--- config.mk ---
export PLATFORM = sky130hd
export DESIGN_NAME = ifc_counter_top
export DESIGN_NICKNAME = d
export VERILOG_FILES = /design/src/rtl/ifc_pkg.sv /design/src/rtl/ifc_gate_seq.sv /design/src/rtl/ifc_sat_counter.sv /design/src/rtl/ifc_unlock_det.sv /design/src/rtl/ifc_counter_top.sv
export SDC_FILE = /design/constraint.sdc
export NUM_CORES = 1
export LEC_CHECK = 0
export BUFFER_PORTS_ARGS = -buffer_cell sky130_fd_sc_hd__buf_4
export CAP_MARGIN = 10
export CORE_ASPECT_RATIO = 1.25
export CORE_MARGIN = 2
export CORE_UTILIZATION = 52
export DETAILED_ROUTE_END_ITERATION = 8
export GPL_TIMING_DRIVEN = 1
export HOLD_SLACK_MARGIN = 0.02
export PLACE_DENSITY_LB_ADDON = 0.1
export SETUP_SLACK_MARGIN = 0.02
export SYNTH_ARGS = -nofsm -noshare
export SYNTH_HDL_FRONTEND = slang
export SYNTH_HIERARCHICAL = 1
export SYNTH_SLANG_ARGS = --single-unit
--- constraint.sdc ---
create_clock -name clk -period 1.91 [get_ports clk]
set_clock_uncertainty 0.15 [all_clocks]
set_input_delay 0.0955 -clock clk [delete_from_list [all_inputs] [get_ports clk]]
set_output_delay 0.0955 -clock clk [all_outputs]
set_load 0.05 [all_outputs]
--- src/rtl/ifc_pkg.sv ---
package ifc_pkg;

  typedef enum logic [1:0] {
    ST_IDLE = 2'd0,
    ST_WAIT = 2'd1,
    ST_GATE = 2'd2,
    ST_DONE = 2'd3
  } seq_state_t;

  localparam logic [2:0] DOSEL_UNLOCK = 3'b001;
  localparam logic [2:0] DOSEL_EOC    = 3'b010;
  localparam logic [2:0] DOSEL_SD     = 3'b101;
  localparam logic [2:0] DOSEL_STEREO = 3'b110;

endpackage

--- src/rtl/ifc_gate_seq.sv ---
module ifc_gate_seq
  import ifc_pkg::*;
#(
  parameter int WAIT_TICKS = 263,
  parameter int GATE_BASE  = 300
) (
  input  logic       clk,
  input  logic       rst_n,
  input  logic       xtal_tick,
  input  logic       start_en,
  input  logic [1:0] gate_sel,
  output logic       gate_open,
  output logic       cnt_clr,
  output logic       done
);

  localparam int TICK_W = $clog2(GATE_BASE * 8 + WAIT_TICKS + 1);
  localparam logic [TICK_W-1:0] WAIT_LAST = TICK_W'(WAIT_TICKS - 1);
  localparam logic [TICK_W-1:0] BASE_V    = TICK_W'(GATE_BASE);

  seq_state_t        state_q, state_d;
  logic [TICK_W-1:0] tcnt_q, tcnt_d;
  logic [1:0]        gt_q, gt_d;
  logic              en_q;
  logic              start_pulse;
  logic [TICK_W-1:0] gate_last;

  assign start_pulse = start_en & ~en_q;
  assign gate_last   = (BASE_V << gt_q) - TICK_W'(1);

  always_comb begin
    state_d = state_q;
    tcnt_d  = tcnt_q;
    gt_d    = gt_q;
    if (!start_en) begin
      state_d = ST_IDLE;
      tcnt_d  = '0;
    end else begin
      unique case (state_q)
        ST_IDLE: begin
          if (start_pulse) begin
            state_d = ST_WAIT;
            tcnt_d  = '0;
            gt_d    = gate_sel;
          end
        end
        ST_WAIT: begin
          if (xtal_tick) begin
            if (tcnt_q == WAIT_LAST) begin
              state_d = ST_GATE;
              tcnt_d  = '0;
            end else begin
              tcnt_d = tcnt_q + TICK_W'(1);
            end
          end
        end
        ST_GATE: begin
          if (xtal_tick) begin
            if (tcnt_q == gate_last) begin
              state_d = ST_DONE;
              tcnt_d  = '0;
            end else begin
              tcnt_d = tcnt_q + TICK_W'(1);
            end
          end
        end
        ST_DONE: begin
          state_d = ST_DONE;
        end
        default: state_d = ST_IDLE;
      endcase
    end
  end

  always_ff @(posedge clk or negedge rst_n) begin
    if (!rst_n) begin
      state_q <= ST_IDLE;
      tcnt_q  <= '0;
      gt_q    <= '0;
      en_q    <= 1'b0;
    end else begin
      state_q <= state_d;
      tcnt_q  <= tcnt_d;
      gt_q    <= gt_d;
      en_q    <= start_en;
    end
  end

  assign gate_open = (state_q == ST_GATE);
  assign cnt_clr   = (state_q == ST_IDLE);
  assign done      = (state_q == ST_DONE);

  // the window tick counter never passes the selected window length
  assert_window_bound_R3: assert property (@(posedge clk) disable iff (!rst_n)
    (state_q == ST_GATE) |-> (tcnt_q <= gate_last));

  // a low enable returns the sequencer to idle
  assert_idle_on_low_R1: assert property (@(posedge clk) disable iff (!rst_n)
    !start_en |=> (state_q == ST_IDLE));

  // the wait always precedes the window
  assert_wait_first_R2: assert property (@(posedge clk) disable iff (!rst_n)
    (state_q == ST_IDLE) |=> (state_q != ST_GATE));

endmodule

--- src/rtl/ifc_sat_counter.sv ---
module ifc_sat_counter #(
  parameter int CNT_W = 20
) (
  input  logic             clk,
  input  logic             rst_n,
  input  logic             clr,
  input  logic             inc,
  output logic [CNT_W-1:0] count
);

  localparam logic [CNT_W-1:0] CNT_MAX = {CNT_W{1'b1}};

  logic [CNT_W-1:0] cnt_q, cnt_d;
  logic             cnt_en;

  assign cnt_en = clr | (inc & (cnt_q != CNT_MAX));

  always_comb begin
    if (clr) cnt_d = '0;
    else     cnt_d = cnt_q + CNT_W'(1);
  end

  always_ff @(posedge clk or negedge rst_n) begin
    if (!rst_n)      cnt_q <= '0;
    else if (cnt_en) cnt_q <= cnt_d;
  end

  assign count = cnt_q;

  // a full counter stays full until cleared
  assert_no_overflow_R5: assert property (@(posedge clk) disable iff (!rst_n)
    ((cnt_q == CNT_MAX) && !clr) |=> (cnt_q == CNT_MAX));

  // the count changes only on a counted edge or a clear
  assert_quiet_hold_R4: assert property (@(posedge clk) disable iff (!rst_n)
    (!clr && !inc) |=> $stable(cnt_q));

endmodule

--- src/rtl/ifc_unlock_det.sv ---
module ifc_unlock_det #(
  parameter int STRETCH_TICKS = 113
) (
  input  logic       clk,
  input  logic       rst_n,
  input  logic       xtal_tick,
  input  logic [1:0] ul_sel,
  input  logic       phase_err,
  input  logic       phase_err_big,
  output logic       locked
);

  localparam int SW = $clog2(STRETCH_TICKS + 1);
  localparam logic [SW-1:0] STRETCH_V = SW'(STRETCH_TICKS);

  logic [SW-1:0] hold_q, hold_d;

  always_comb begin
    hold_d = hold_q;
    if (!ul_sel[1])                       hold_d = '0;
    else if (phase_err_big)               hold_d = STRETCH_V;
    else if (xtal_tick && hold_q != '0)   hold_d = hold_q - SW'(1);
  end

  always_ff @(posedge clk or negedge rst_n) begin
    if (!rst_n) hold_q <= '0;
    else        hold_q <= hold_d;
  end

  always_comb begin
    unique case (ul_sel)
      2'b00:   locked = 1'b1;
      2'b01:   locked = ~phase_err;
      default: locked = (hold_q == '0);
    endcase
  end

  // a wide phase error shows as unlock in the following cycle
  assert_stretch_start_R12: assert property (@(posedge clk) disable iff (!rst_n)
    (ul_sel[1] && phase_err_big) |=> (hold_q != '0));

  // the stretch counter never exceeds its programmed length
  assert_stretch_bound_R12: assert property (@(posedge clk) disable iff (!rst_n)
    hold_q <= STRETCH_V);

endmodule

--- src/rtl/ifc_counter_top.sv ---
module ifc_counter_top
  import ifc_pkg::*;
#(
  parameter int CNT_W         = 20,
  parameter int WAIT_TICKS    = 263,
  parameter int GATE_BASE     = 300,
  parameter int STRETCH_TICKS = 113
) (
  input  logic             clk,
  input  logic             rst_n,
  input  logic             xtal_tick,
  input  logic             if_edge,
  input  logic             start_en,
  input  logic [1:0]       gate_sel,
  input  logic             ce,
  input  logic [2:0]       do_sel,
  input  logic [1:0]       ul_sel,
  input  logic             phase_err,
  input  logic             phase_err_big,
  input  logic             sd_active,
  input  logic             stereo_active,
  output logic [CNT_W-1:0] count,
  output logic             count_done,
  output logic             locked,
  output logic             do_low
);

  logic [1:0] rst_sync_q;
  logic       rst_sync_n;
  logic       gate_open;
  logic       cnt_clr;
  logic       seq_done;
  logic       lock_flag;
  logic       do_src;

  always_ff @(posedge clk or negedge rst_n) begin
    if (!rst_n) rst_sync_q <= 2'b00;
    else        rst_sync_q <= {rst_sync_q[0], 1'b1};
  end
  assign rst_sync_n = rst_sync_q[1];

  ifc_gate_seq #(
    .WAIT_TICKS (WAIT_TICKS),
    .GATE_BASE  (GATE_BASE)
  ) u_seq (
    .clk       (clk),
    .rst_n     (rst_sync_n),
    .xtal_tick (xtal_tick),
    .start_en  (start_en),
    .gate_sel  (gate_sel),
    .gate_open (gate_open),
    .cnt_clr   (cnt_clr),
    .done      (seq_done)
  );

  ifc_sat_counter #(
    .CNT_W (CNT_W)
  ) u_cnt (
    .clk   (clk),
    .rst_n (rst_sync_n),
    .clr   (cnt_clr),
    .inc   (gate_open & if_edge),
    .count (count)
  );

  ifc_unlock_det #(
    .STRETCH_TICKS (STRETCH_TICKS)
  ) u_ul (
    .clk           (clk),
    .rst_n         (rst_sync_n),
    .xtal_tick     (xtal_tick),
    .ul_sel        (ul_sel),
    .phase_err     (phase_err),
    .phase_err_big (phase_err_big),
    .locked        (lock_flag)
  );

  assign locked     = lock_flag;
  assign count_done = seq_done;

  always_comb begin
    unique case (do_sel)
      DOSEL_UNLOCK: do_src = ~lock_flag;
      DOSEL_EOC:    do_src = seq_done;
      DOSEL_SD:     do_src = sd_active;
      DOSEL_STEREO: do_src = stereo_active;
      default:      do_src = 1'b0;
    endcase
  end

  assign do_low = do_src & ~ce & rst_sync_n;

  // chip-enable high always releases the status line
  assert_ce_release_R9: assert property (@(posedge clk) disable iff (!rst_sync_n)
    ce |-> !do_low);

  // a new start clears the completion flag
  assert_start_clears_R8: assert property (@(posedge clk) disable iff (!rst_sync_n)
    $rose(start_en) |=> !count_done);

  // the result holds while the enable stays high
  assert_result_hold_R6: assert property (@(posedge clk) disable iff (!rst_sync_n)
    (count_done && start_en) |=> ($stable(count) && count_done));

endmodule

# --- Word-level counts from Yosys, hierarchy flattened ---
# Cells that the tools add are included.
op_classes:
  add_sub_neg: 4
  n_eq_ne: 18
  shifts: 1
  n_mux: 20
  bitwise: 10
  n_reduce_logical: 8
ops:
  columns: ["cell", "count"]
  rows:
  - ["$mux W12", 6]
  - ["$pmux W12 S3", 1]
  - ["$mux W7", 3]
  - ["$add A20 B1 Y20 const B", 1]
  - ["$mux W20", 1]
  - ["$ne A20 B20 Y1 const B", 1]
  - ["$add A12 B1 Y12 const B", 1]
  - ["$eq A12 B12 Y1", 1]
  - ["$eq A12 B9 Y1 const B", 1]
  - ["$mux W2", 6]
  - ["$shl A9 B2 Y12 const A", 1]
  - ["$sub A12 B1 Y12 const B", 1]
  - ["$ne A3 B3 Y1 const B", 3]
  - ["$pmux W2 S4", 1]
  - ["$logic_not A7 Y1", 1]
  - ["$reduce_bool A7 Y1", 1]
  - ["$sub A7 B1 Y7 const B", 1]
  - ["$eq A3 B3 Y1 const B", 2]
  - ["$ne A3 B2 Y1 const B", 2]
  - ["$and A1 B1 Y1", 5]
  - ["$reduce_and A5 Y1", 1]
  - ["$eq A2 B1 Y1 const B", 2]
  - ["$eq A2 B2 Y1 const B", 2]
  - ["$logic_not A2 Y1", 2]
  - ["other kinds (11)", 14]
word_totals:
  regBits: 46
  in_bits: 17
  output_inout_bits: 23

# --- Depth between registers and ports, before layout ---
# Gate-level depths: netlist of the first run.
logic_depth:
  ltp_word: 7
  ltp_mapped: 9
  mapped_depth_nobuf: 8

# --- Cells and area by module ---
# Netlist of the first run, hierarchy kept.
by_module_without_submodules:
  columns: ["module", "n_inst", "cells_each", "area_each_um2", "seq_area_each_um2"]
  rows:
  - ["ifc_sat_counter", 1, 134, 1222.4, 500.5]
  - ["ifc_gate_seq", 1, 125, 1209.9, 425.4]
  - ["ifc_unlock_det", 1, 49, 462.9, 175.2]
  - ["ifc_counter_top", 1, 13, 133.9, 50.0]

# --- Worst setup path after synthesis of the first run ---
# OpenSTA, ideal clock, no wires.
synth_path:
  path_kind: "register -> output"
  from: "register u_ul.hold_q[0]"
  to: "output port do_low"
  arrival_ps: 2627
  t_required_ps: 1664
  slack_ps: -963
  path_stages_with_launch: 9
  path_buffers: 0
  cell_sequence: "dfrtp_1 inv_1 ha_1 nor4b_2 nand2_1 a21oi_1 inv_1 a221oi_1 a2111oi_2"
synth_via:
  elab_chain_cells: 6
synth_lines:
  columns: ["element", "line", "source"]
  rows:
  - ["start, declared", "ifc_unlock_det.sv:16", "logic [SW-1:0] hold_q, hold_d;"]
  - ["start signal, assigned", "ifc_unlock_det.sv:27", "else hold_q <= hold_d;"]
  - ["$logic_not A7 Y1", "ifc_unlock_det.sv:34", "default: locked = (hold_q == '0);"]
  - ["$pmux W1 S2", "ifc_unlock_det.sv:31", "unique case (ul_sel)"]
  - ["via locked", "ifc_counter_top.sv:24", "output logic locked,"]
  - ["$not A1 Y1", "ifc_counter_top.sv:83", "DOSEL_UNLOCK: do_src = ~lock_flag;"]
  - ["$pmux W1 S4", "ifc_counter_top.sv:82", "unique case (do_sel)"]
  - ["$and A1 B1 Y1 (2 in series)", "ifc_counter_top.sv:91", "assign do_low = do_src & ~ce & rst_sync_n;"]
  - ["end, declared", "ifc_counter_top.sv:25", "output logic do_low"]
# The timed path passes the listed nets, and every way through them passes these cells.

# --- Worst setup path after layout of the first run ---
layout_path:
  from: "register u_seq.tcnt_q[4]"
  to: "register u_seq.tcnt_q[0]"
layout_via:
  elab_chain_cells: 5
  elab_cells_between_ends: 8
layout_lines:
  columns: ["element", "line", "source"]
  rows:
  - ["start, declared", "ifc_gate_seq.sv:22", "logic [TICK_W-1:0] tcnt_q, tcnt_d;"]
  - ["start signal, assigned", "ifc_gate_seq.sv:83", "tcnt_q <= tcnt_d;"]
  - ["$eq A12 B12 Y1 / $eq A12 B9 Y1 (equally long branches)", "ifc_gate_seq.sv:59, ifc_gate_seq.sv:49", null]
  - ["$mux W12 (on tied branches)", "ifc_gate_seq.sv:59, ifc_gate_seq.sv:49", null]
  - ["$mux W12 (on tied branches)", "ifc_gate_seq.sv:58, ifc_gate_seq.sv:48", null]
  - ["$pmux W12 S3 (*)", "ifc_gate_seq.sv:39", "unique case (state_q)"]
  - ["$mux W12 (*)", "ifc_gate_seq.sv:35", "if (!start_en) begin"]
# Mark *: on every way between the ends. The rest lies on a longest branch, timed or not. The select of a mux whose other input is x is not followed.
# A chain may end at the register's enable or synchronous reset.

==> impl_results.md, run 1 <==
- Crit path time final: 2.34 ns
- Area grow syn2layout: 58.9%
- Clock Latency Late Sink: 0.30 ns
- Clock buffer depth: 2
- Number of global-route vias before repair: 3,066
- Max Freq: 428 MHz
- Die Width: 72.3 µm
- Failing checks: negative setup slack
- CTS tree: yes
- Syn_area_per_cell: 9.44 µm²
- Pre-CTS WS: -0.363 ns
- # IOs: 40
- Die area: 6460 µm²
- FF+latch count, synth: 46
- Final WS setup: -0.427 ns
- Required @ worst endpoint: 1.95 ns
- Syn nets: 354
- TritonCTS Buffers: 5
- Setup TNS Final: -8.16 ns
- Async SR Flop Fraction: 1.00
- Static Leak: 0.00218 µW
- Most frequent cells in the layout: buf_4, dfrtp_1, nor2_1
- Drt first pass iters: 4
- Synth warnings: 6
- Port Buffers: 39
- Hold Path Class: register to register
- Yosys cell types: 62
- Total detailed-routing wirelength: 9.03 mm
- Post-Layout Inst Area: 4810 µm²
- CP peak stage delay: 0.55 ns
- Max Slew Vio Count: 0
- Crit path kind: register to register
- Pwr Density: 841 nW/µm²
- Worst reg-to-reg path cell count: 7
- Layout cells sized above 1: 0.522
- Number of synthesized flops with an enable pin: 0
- Rows: 31
- Final ANT Viol Nets: 0
- Crit path max fanout: 5
- Via count: 3,136
- GRT overflow: 0
- Startpoint class of the critical path: register
- Antenna cells: 0
- Worst Hold Depth: 0
- Core Area: 5700 µm²
- Setup violators final: 26
- Slew HR: 0.613
- CTS Sinks: 46
- CP max stage cell: nor4b_1
- Detailed Place HPWL: 5.79 mm
- Unrepaired setup endpoints after global routing: true
- Commonest non-fill, non-tap cell in the layout: buf_4
- Smallest hold slack: 0.210 ns
- Total GRT Usage: 0.265
- Post-synthesis sequential area ratio: 0.380
- Vias per std cell: 5.86
- DRC Markers: 0
- Status: finished with violations
- Peak VDD IR: 977 µV
- Per-cell routed wire length: 16.9 µm
- Final-report hold violation count: 0
- Initial antenna violation count: 0
- Initial Util: 0.531
- Detailed Route Iter0 Violations: 131
- Nets@finish: 501
- First-pass GRT wire length: 13.6 mm
- Max-cap viol count: 0
- CP arrival: 2.38 ns
- Fin crit share: 1.22
- Mapped Area: 3030 µm²
- Cells after Synth: 321
- CTS H-tree lvls: 2
- Placed inst area: 4100 µm²
- Die Y: 89.3 µm
- Crit end category: register
- Routability cong.: 0.870
- Clock transition at path regs: 0.09 ns
- Slew @ Worst Pin: 0.572 ns
- Main flop type after synthesis: dfrtp_1
- Pin count of the biggest net entering global routing: 45
- Root buf cell: clkbuf_8
- Crit-path cells: nor4b_1 -> a31oi_2 -> buf_4 -> nor3_4 -> a21o_4 -> nor2_4 -> mux2_4
logic make-up after synthesis:
group | share of synthesized area
xor gates and xnor gates | 0.0318
buffers and inverters | 0.0335
other | 0.00124
DFF | 0.380
AOI/OAI and AO/OA | 0.180
muxes | 0.0558
adders and majority gates | 0.0661
and+or+nand+nor | 0.252
metal layers:
metal	vias up	part of all wire	global-route usage	wire, µm
li1	1478	-	-	-
met1	1543	0.38	0.289	3450
met2	86	0.55	0.505	4970
met3	29	0.036	0.0417	325
met4	0	0.031	0.111	284
met5	-	0	0	0
timing repair:
item                                    4_1_cts  5_1_grt
hold buffers                                  9        0
buffers inserted                              8       14
endpoints found under the setup margin       34       40
pin swaps                                    15       25
cloned                                        1        1
endpoints found under the hold margin        11        0
gates resized for setup                      30       53
registers in the layout (all words and copies together), names as in the netlist:
register,cells
u_seq/gt_q,2
u_seq/tcnt_q,12
u_ul/hold_q,7
u_seq/state_q,2
u_seq/en_q,1
rst_sync_q,2
u_cnt/count,20
critical path: cells and delay by family (launching register included):
family,cells,cell delay [ns]
and+or+nand+nor,3,0.80
AOI/OAI and AO/OA,2,0.43
DFF,1,0.39
buffers and inverters,1,0.20
muxes,1,0.25
cells in the mapped netlist (4+ instances only):
master | instances | share of area
nor2_1 | 25 | 0.031
nand4_1 | 9 | 0.019
a22o_1 | 8 | 0.023
nand3_1 | 7 | 0.012
nor2b_1 | 12 | 0.025
and3_1 | 5 | 0.010
nand2b_1 | 6 | 0.012
inv_1 | 18 | 0.022
ha_1 | 16 | 0.066
clkbuf_1 | 4 | 0.0050
or4_1 | 8 | 0.020
nor3_1 | 10 | 0.017
xor2_1 | 5 | 0.014
o31ai_1 | 9 | 0.022
o21ai_0 | 9 | 0.015
dfrtp_1 | 46 | 0.38
a21oi_1 | 22 | 0.036
mux2_2 | 11 | 0.041
xnor2_1 | 6 | 0.017
nand2_1 | 18 | 0.022
stage by stage:
step | power (µW) | cells | util
3_3_place_gp | 2680 | 497 | 0.719
6_report | 4050 | 535 | 0.844
2_1_floorplan | 2160 | 321 | -
4_1_cts | 3650 | 523 | 0.785
5_1_grt | 4280 | 535 | 0.844
3_5_place_dp | 2730 | 497 | 0.719
power breakdown:
part	internal (µW)	switching, µW	leakage [µW]
registers	1040	72.8	0.000609
logic	1140	1070	0.00151
clock network	386	341	0.0000579
cell type report:
type,count,area [µm²]
Clock buffer,5,68.8
Clock inverter,3,40.0
Fill cell,311,888
Inverter,18,67.6
Multi-Input combinational cell,251,2190
Sequential cell,46,1160
Tap cell,66,82.6
Timing Repair Buffer,146,1200
final timing paths:
| path | end | from | slack [ns] |
|---|---|---|---|
| max | u_seq/tcnt_q[0] | u_seq/tcnt_q[4] | -0.43 |
| min | rst_sync_q[1] | rst_sync_q[0] | 0.21 |
| max reg2reg | u_seq/tcnt_q[0] | u_seq/tcnt_q[4] | -0.43 |
| min reg2reg | rst_sync_q[1] | rst_sync_q[0] | 0.21 |
| max in group asynchronous | u_cnt/count[14] | rst_sync_q[1] | 0.89 |
| min in group asynchronous | u_seq/gt_q[1] | rst_sync_q[1] | 0.30 |
Power figures use the tool's default switching activity.
==> inputs of run 2 (changes only) <==
Settings changed: CORE_UTILIZATION 52 to 31.
==> run 2 against run 1 <==
Compared with the run above: flip-flop and latch count unchanged; the flow still finishes with violations (negative setup slack); largest power group unchanged; highest routed layer unchanged; die area rose by 64%; final area rose by 1.0%; largest cell class unchanged; combinational power is 6% lower; global-route usage shrank 8.7 points; register-to-register slack gained 0.05 ns.
==> impl_results.md, run 2 (synthesis results as in run 1) <==
- Clock Latency Late Sink: 0.29 ns (was 0.30 ns)
- Vias per std cell: 5.00 (was 5.86)
- Final-report hold violation count: 0 (unchanged)
- Root buf cell: clkbuf_16 (was clkbuf_8)
- Die Width: 92.4 µm (was 72.3 µm)
- Unrepaired setup endpoints after global routing: true (unchanged)
- CP bufs+invs: 3 (was 1)
- CP max stage cell: dfrtp_1 (was nor4b_1)
- Clock buffer depth: 2 (unchanged)
- Total GRT Usage: 0.179 (was 0.265)
- Most frequent cells in the layout: buf_4, dfrtp_1, nor2_1 (unchanged)
- TritonCTS Buffers: 5 (unchanged)
- CP peak stage delay: 0.42 ns (was 0.55 ns)
- Final WS setup: -0.375 ns (was -0.427 ns)
- Final ANT Viol Nets: 0 (unchanged)
- # IOs: 40 (unchanged)
- Pin count of the biggest net entering global routing: 45 (unchanged)
- Net switching power: 1450 µW (was 1490 µW)
- Required @ worst endpoint: 1.94 ns (was 1.95 ns)
- Number of global-route vias before repair: 3,110 (was 3,066)
- Die Y: 115 µm (was 89.3 µm)
- Max Slew Vio Count: 0 (unchanged)
- Crit path time final: 2.28 ns (was 2.34 ns)
- Peak VDD IR: 666 µV (was 977 µV)
- Layout cells sized above 1: 0.505 (was 0.522)
- Number of flip-flops in the largest register: 20 (unchanged)
- Max-cap viol count: 0 (unchanged)
- Initial antenna violation count: 0 (unchanged)
- Per-cell routed wire length: 15.1 µm (was 16.9 µm)
- Fin crit share: 1.20 (was 1.22)
- Detailed Place HPWL: 6.25 mm (was 5.79 mm)
- Internal power: 2590 µW (was 2560 µW)
- First-pass GRT wire length: 15.2 mm (was 13.6 mm)
- Combinational Power Share: 0.514 (was 0.547)
- Post-Layout Inst Area: 4860 µm² (was 4810 µm²)
- Pwr Density: 831 nW/µm² (was 841 nW/µm²)
- Static Leak: 0.00217 µW (was 0.00218 µW)
- CTS Sinks: 46 (unchanged)
- Routability cong.: 0.766 (was 0.870)
- Crit path kind: register to register (unchanged)
- Nets@finish: 505 (was 501)
- Fill cell count: 931 (was 311)
- Hold Path Class: input pin to asynchronous set/reset pin (was register to register)
- Total detailed-routing wirelength: 9.02 mm (was 9.03 mm)
- Via count: 2,994 (was 3,136)
- Crit end category: register (unchanged)
- Failing checks: negative setup slack (unchanged)
- CTS tree: yes (unchanged)
- Crit path max fanout: 5 (unchanged)
- Slew HR: 0.591 (was 0.613)
- Area grow syn2layout: 60.5% (was 58.9%)
- Die area: 10,600 µm² (was 6460 µm²)
- Total power: 4040 µW (was 4050 µW)
- Crit path max-delay family: flip-flops (was simple AND/OR/NAND/NOR gates)
- Clk pwr share: 0.215 (was 0.179)
- Antenna cells: 0 (unchanged)
- Setup TNS Final: -7.36 ns (was -8.16 ns)
- Startpoint class of the critical path: register (unchanged)
- Sw Share: 0.360 (was 0.368)
- Status: finished with violations (unchanged)
- Slew @ Worst Pin: 0.613 ns (was 0.572 ns)
- CP arrival: 2.31 ns (was 2.38 ns)
- CTS H-tree lvls: 2 (unchanged)
- Core Area: 9560 µm² (was 5700 µm²)
- Final Util: 0.509 (was 0.844)
- Placed inst area: 4190 µm² (was 4100 µm²)
- GRT overflow: 0 (unchanged)
- Commonest non-fill, non-tap cell in the layout: buf_4 (unchanged)
- Detailed Route Iter0 Violations: 141 (was 131)
- Drt first pass iters: 4 (unchanged)
- Rows: 40 (was 31)
- Crit-path cells: inv_2 -> ha_4 -> buf_6 -> xor2_1 -> o211ai_1 -> nor3_2 -> buf_4 -> a21o_4 -> nor2_4 -> mux2_4 (was nor4b_1 -> a31oi_2 -> buf_4 -> nor3_4 -> a21o_4 -> nor2_4 -> mux2_4)
- Setup violators final: 27 (was 26)
- Max Freq: 438 MHz (was 428 MHz)
- Port Buffers: 39 (unchanged)
- Initial Util: 0.317 (was 0.531)
- DRC Markers: 0 (unchanged)
- Clock transition at path regs: 0.07 ns (was 0.09 ns)
- Reg power frac: 0.271 (was 0.274)
[run 2: power groups by stage]
stage                     Combinational, µW  Clock (µW)  Sequential (µW)
after CTS                              1930         895             1100
after floorplan                        1010           0             1140
after detailed placement               1640           0             1110
after global placement                 1610           0             1110
final                                  2080         869             1100
after global routing                   2260         937             1100
[run 2: cell type report]
class | instances | area, µm² | share of cell area
multi-input combinational | 251 | 2130 | 0.439
sequential | 46 | 1160 | 0.239
tap | 126 | 158 | 0.0324
timing repair buffer | 150 | 1200 | 0.248
inverter | 18 | 67.6 | 0.0139
clock buffer | 8 | 136 | 0.0280
[run 2: metrics by stage]
stage | hold WS (ns) | setup WS, ns | instances
after global placement | -0.269 | -0.375 | 561
after global routing | 0.0215 | -0.498 | 599
after detailed placement | -0.268 | -0.410 | 561
after floorplan | -0.350 | -0.562 | 321
final | 0.0360 | -0.375 | 599
after CTS | 0.0392 | -0.375 | 592
[run 2: timing repair]
| action | in CTS | in global routing |
|---|---|---|
| resized for setup | 38 | 31 |
| gates cloned | 2 | 0 |
| endpoints found under the hold margin | 11 | 0 |
| setup endpoints to repair | 34 | 37 |
| buffers inserted | 14 | 10 |
| hold buffers | 7 | 0 |
| pin swaps | 25 | 28 |
[run 2: path summary, 6_finish.rpt]
kind | from | end | slack, ns | depth (start not counted)
setup / recovery | u_seq/gt_q[1] | u_seq/tcnt_q[0] | -0.37 | 10
hold / removal | rst_n | rst_sync_q[1] | 0.04 | 2
setup reg to reg | u_seq/gt_q[1] | u_seq/tcnt_q[0] | -0.37 | 10
hold reg to reg | rst_sync_q[0] | rst_sync_q[1] | 0.21 | 0
max in group asynchronous | rst_sync_q[1] | u_cnt/count[11] | 0.92 | 1
min in group clk | ul_sel[1] | u_ul/hold_q[3] | 0.05 | 3
[run 2: worst register-to-register path, cell delays in order (launching register included)]
cell and delay, ns:
dfrtp_1 0.42, inv_2 0.11, ha_4 0.22, buf_6 0.11
xor2_1 0.14, o211ai_1 0.15, nor3_2 0.20, buf_4 0.17
a21o_4 0.18, nor2_4 0.08, mux2_4 0.25
[run 2: metal layers]
metal  share of wire  GRT usage  up-vias  wire, µm
met5               0          0        -         0
met2            0.56      0.334       32      5020
met4           0.010     0.0517        0        92
li1                -          -     1484         -
met1            0.42      0.211     1471      3740
met3           0.018     0.0257        7       164
==> inputs of run 3 (changes only) <==
Settings changed: CELL_PAD_IN_SITES_DETAIL_PLACEMENT from default to 1, CELL_PAD_IN_SITES_GLOBAL_PLACEMENT from default to 2.
==> run 3 against run 2 <==
Compared with the run above: sequential power about the same; via count grew 2.5%; non-clock buffer count rose by 4; the run still ends with negative setup slack left; count of clock-buffer cells in the layout is 3 lower; maximum frequency down 1.3%; first-iteration DRC count decreased by 48%; largest cell class unchanged; cell count increased by 0.33%; largest power group unchanged; wire length is 11% higher; register-to-register slack worse by 0.03 ns; final area increased by 4.1%.
==> impl_results.md, run 3 (synthesis results as in run 1) <==
- Final WS setup: -0.406 ns (was -0.375 ns)
- Most frequent cells in the layout: buf_4, dfrtp_1, nor2_1 (unchanged)
- Rows: 40 (unchanged)
- Fin crit share: 1.21 (was 1.20)
- Final-report hold violation count: 0 (unchanged)
- Net switching power: 1520 µW (was 1450 µW)
- Die Width: 92.4 µm (unchanged)
- Clk pwr share: 0.265 (was 0.215)
- Routability cong.: 0.774 (was 0.766)
- Crit path kind: register to register (unchanged)
- Via count: 3,069 (was 2,994)
- GRT overflow: 0 (unchanged)
- Hold_sp: ul_sel[1]
- # IOs: 40 (unchanged)
- Port Buffers: 39 (unchanged)
- Worst reg-to-reg path cell count: 8 (was 10)
- Unrepaired setup endpoints after global routing: true (unchanged)
- Max-cap viol count: 0 (unchanged)
- CP arrival: 2.39 ns (was 2.31 ns)
- Per-cell routed wire length: 16.7 µm (was 15.1 µm)
- First-pass GRT wire length: 16.3 mm (was 15.2 mm)
- Total power: 4420 µW (was 4040 µW)
- Pwr Density: 873 nW/µm² (was 831 nW/µm²)
- Total GRT Usage: 0.194 (was 0.179)
- Crit path max fanout: 7 (was 5)
- Failing checks: negative setup slack (unchanged)
- Setup TNS Final: -8.33 ns (was -7.36 ns)
- Initial antenna violation count: 0 (unchanged)
- Die area: 10,600 µm² (unchanged)
- Slew HR: 0.586 (was 0.591)
- Drt first pass iters: 3 (was 4)
- Reg2reg setup slack: -0.41 ns (was -0.37 ns)
- Detailed Place HPWL: 7.06 mm (was 6.25 mm)
- CP peak stage delay: 0.49 ns (was 0.42 ns)
- Root buf cell: clkbuf_16 (unchanged)
- Max Freq: 432 MHz (was 438 MHz)
- CTS tree: yes (unchanged)
- Final ANT Viol Nets: 0 (unchanged)
- Final Util: 0.530 (was 0.509)
- Clock buffer depth: 2 (unchanged)
- CP max stage cell: or4_4 (was dfrtp_1)
- Placed inst area: 4190 µm² (about the same)
- DRC Markers: 0 (unchanged)
- Internal power: 2900 µW (was 2590 µW)
- Status: finished with violations (unchanged)
- Slew @ Worst Pin: 0.621 ns (was 0.613 ns)
- Hold Path Class: input pin to register (was input pin to asynchronous set/reset pin)
- Reg power frac: 0.251 (was 0.271)
- CP bufs+invs: 2 (was 3)
- Number of flip-flops in the largest register: 20 (unchanged)
- Die Y: 115 µm (unchanged)
- Post-Layout Inst Area: 5060 µm² (was 4860 µm²)
- Number of global-route vias before repair: 3,336 (was 3,110)
- Commonest non-fill, non-tap cell in the layout: buf_4 (unchanged)
- Pre-CTS WS: -0.410 ns (about the same)
- Required @ worst endpoint: 1.98 ns (was 1.94 ns)
- Clock transition at path regs: 0.07 ns (about the same)
- Sw Share: 0.344 (was 0.360)
- Crit-path cells: inv_2 -> ha_4 -> and2_4 -> nand4_1 -> or4_4 -> buf_6 -> or4_1 -> a21oi_1 (was inv_2 -> ha_4 -> buf_6 -> xor2_1 -> o211ai_1 -> nor3_2 -> buf_4 -> a21o_4 -> nor2_4 -> mux2_4)
- Core Area: 9560 µm² (unchanged)
- Clock Latency Late Sink: 0.30 ns (was 0.29 ns)
- Area grow syn2layout: 67.1% (was 60.5%)
- Layout cells sized above 1: 0.543 (was 0.505)
- Static Leak: 0.00227 µW (was 0.00217 µW)
- Reg2reg start: u_seq/state_q[0] (was u_seq/gt_q[1])
- Startpoint class of the critical path: register (unchanged)
- Vias per std cell: 5.11 (was 5.00)
- Nets@finish: 507 (was 505)
- CTS Sinks: 46 (unchanged)
- Pin count of the biggest net entering global routing: 45 (unchanged)
- Hold endpoint: u_ul/hold_q[3]
- Reg2reg end: u_cnt/count[13] (was u_seq/tcnt_q[0])
- Total detailed-routing wirelength: 10.0 mm (was 9.02 mm)
- Crit path max-delay family: simple AND/OR/NAND/NOR gates (was flip-flops)
- Peak VDD IR: 469 µV (was 666 µV)
- Setup violators final: 28 (was 27)
- TritonCTS Buffers: 5 (unchanged)
- Max Slew Vio Count: 0 (unchanged)
- CTS H-tree lvls: 2 (unchanged)
- Worst Hold Depth: 3
- Antenna cells: 0 (unchanged)
- Crit path time final: 2.32 ns (was 2.28 ns)
- Initial Util: 0.317 (unchanged)
- Crit end category: register (unchanged)
- Combinational Power Share: 0.484 (was 0.514)
- Detailed Route Iter0 Violations: 73 (was 141)
-- run 3: layout make-up --
type,count,area [µm²]
tap,126,158
fill,1077,4500
inverter,18,67.6
clock inverter,3,68.8
timing repair buffer,154,1260
sequential,46,1160
clock buffer,5,125
multi-input combinational,249,2220
-- run 3: how the worst max path moves through the flow --
stage | startpoint | slack, ns | cells after the start | end
CTS | u_ul/hold_q[1] | -0.40 | 10 | do_low
detailed placement | u_seq/state_q[0] | -0.41 | 8 | u_cnt/count[13]
global route | u_seq/tcnt_q[4] | -0.53 | 8 | u_seq/tcnt_q[0]
global placement | u_seq/state_q[0] | -0.33 | 8 | u_cnt/count[15]
finish | u_seq/state_q[0] | -0.41 | 8 | u_cnt/count[13]
floorplan | u_seq/state_q[0] | -0.56 | 9 | u_cnt/count[17]
-- run 3: worst min-delay path, stage by stage --
cell	delay, ns
buf_4	0.14
nand2b_1	0.15
a21oi_1	0.06
-- run 3: metal layers --
layer  vias up  global-route usage  wire (µm)
met4         0              0.0458         97
met1      1560               0.230       4250
met5         -                   0          0
li1       1486                   -          -
met2        17               0.366       5510
met3         6              0.0276        172
-- run 3: power groups by stage --
stage / Sequential (µW) / Clock, µW / Combinational (µW)
after detailed placement: 1120 / 0 / 1720
after global placement: 1110 / 0 / 1680
final: 1110 / 1170 / 2140
after global routing: 1120 / 1240 / 2330
after CTS: 1100 / 1210 / 1940
after floorplan: 1140 / 0 / 1010
-- run 3: repair_timing --
item / 4_1_cts / 5_1_grt
endpoints found under the setup margin: 34 / 38
pin swaps: 25 / 31
gates resized for setup: 49 / 46
endpoints found under the hold margin: 11 / 0
buffers inserted: 17 / 19
hold buffers: 8 / 0
gates cloned: 0 / 0
-- run 3: metrics by stage --
step | hold WS, ns | instances
detailed placement | -0.270 | 559
finish | 0.0333 | 601
floorplan | -0.350 | 321
global placement | -0.271 | 559
global route | 0.0648 | 601
CTS | 0.0226 | 590
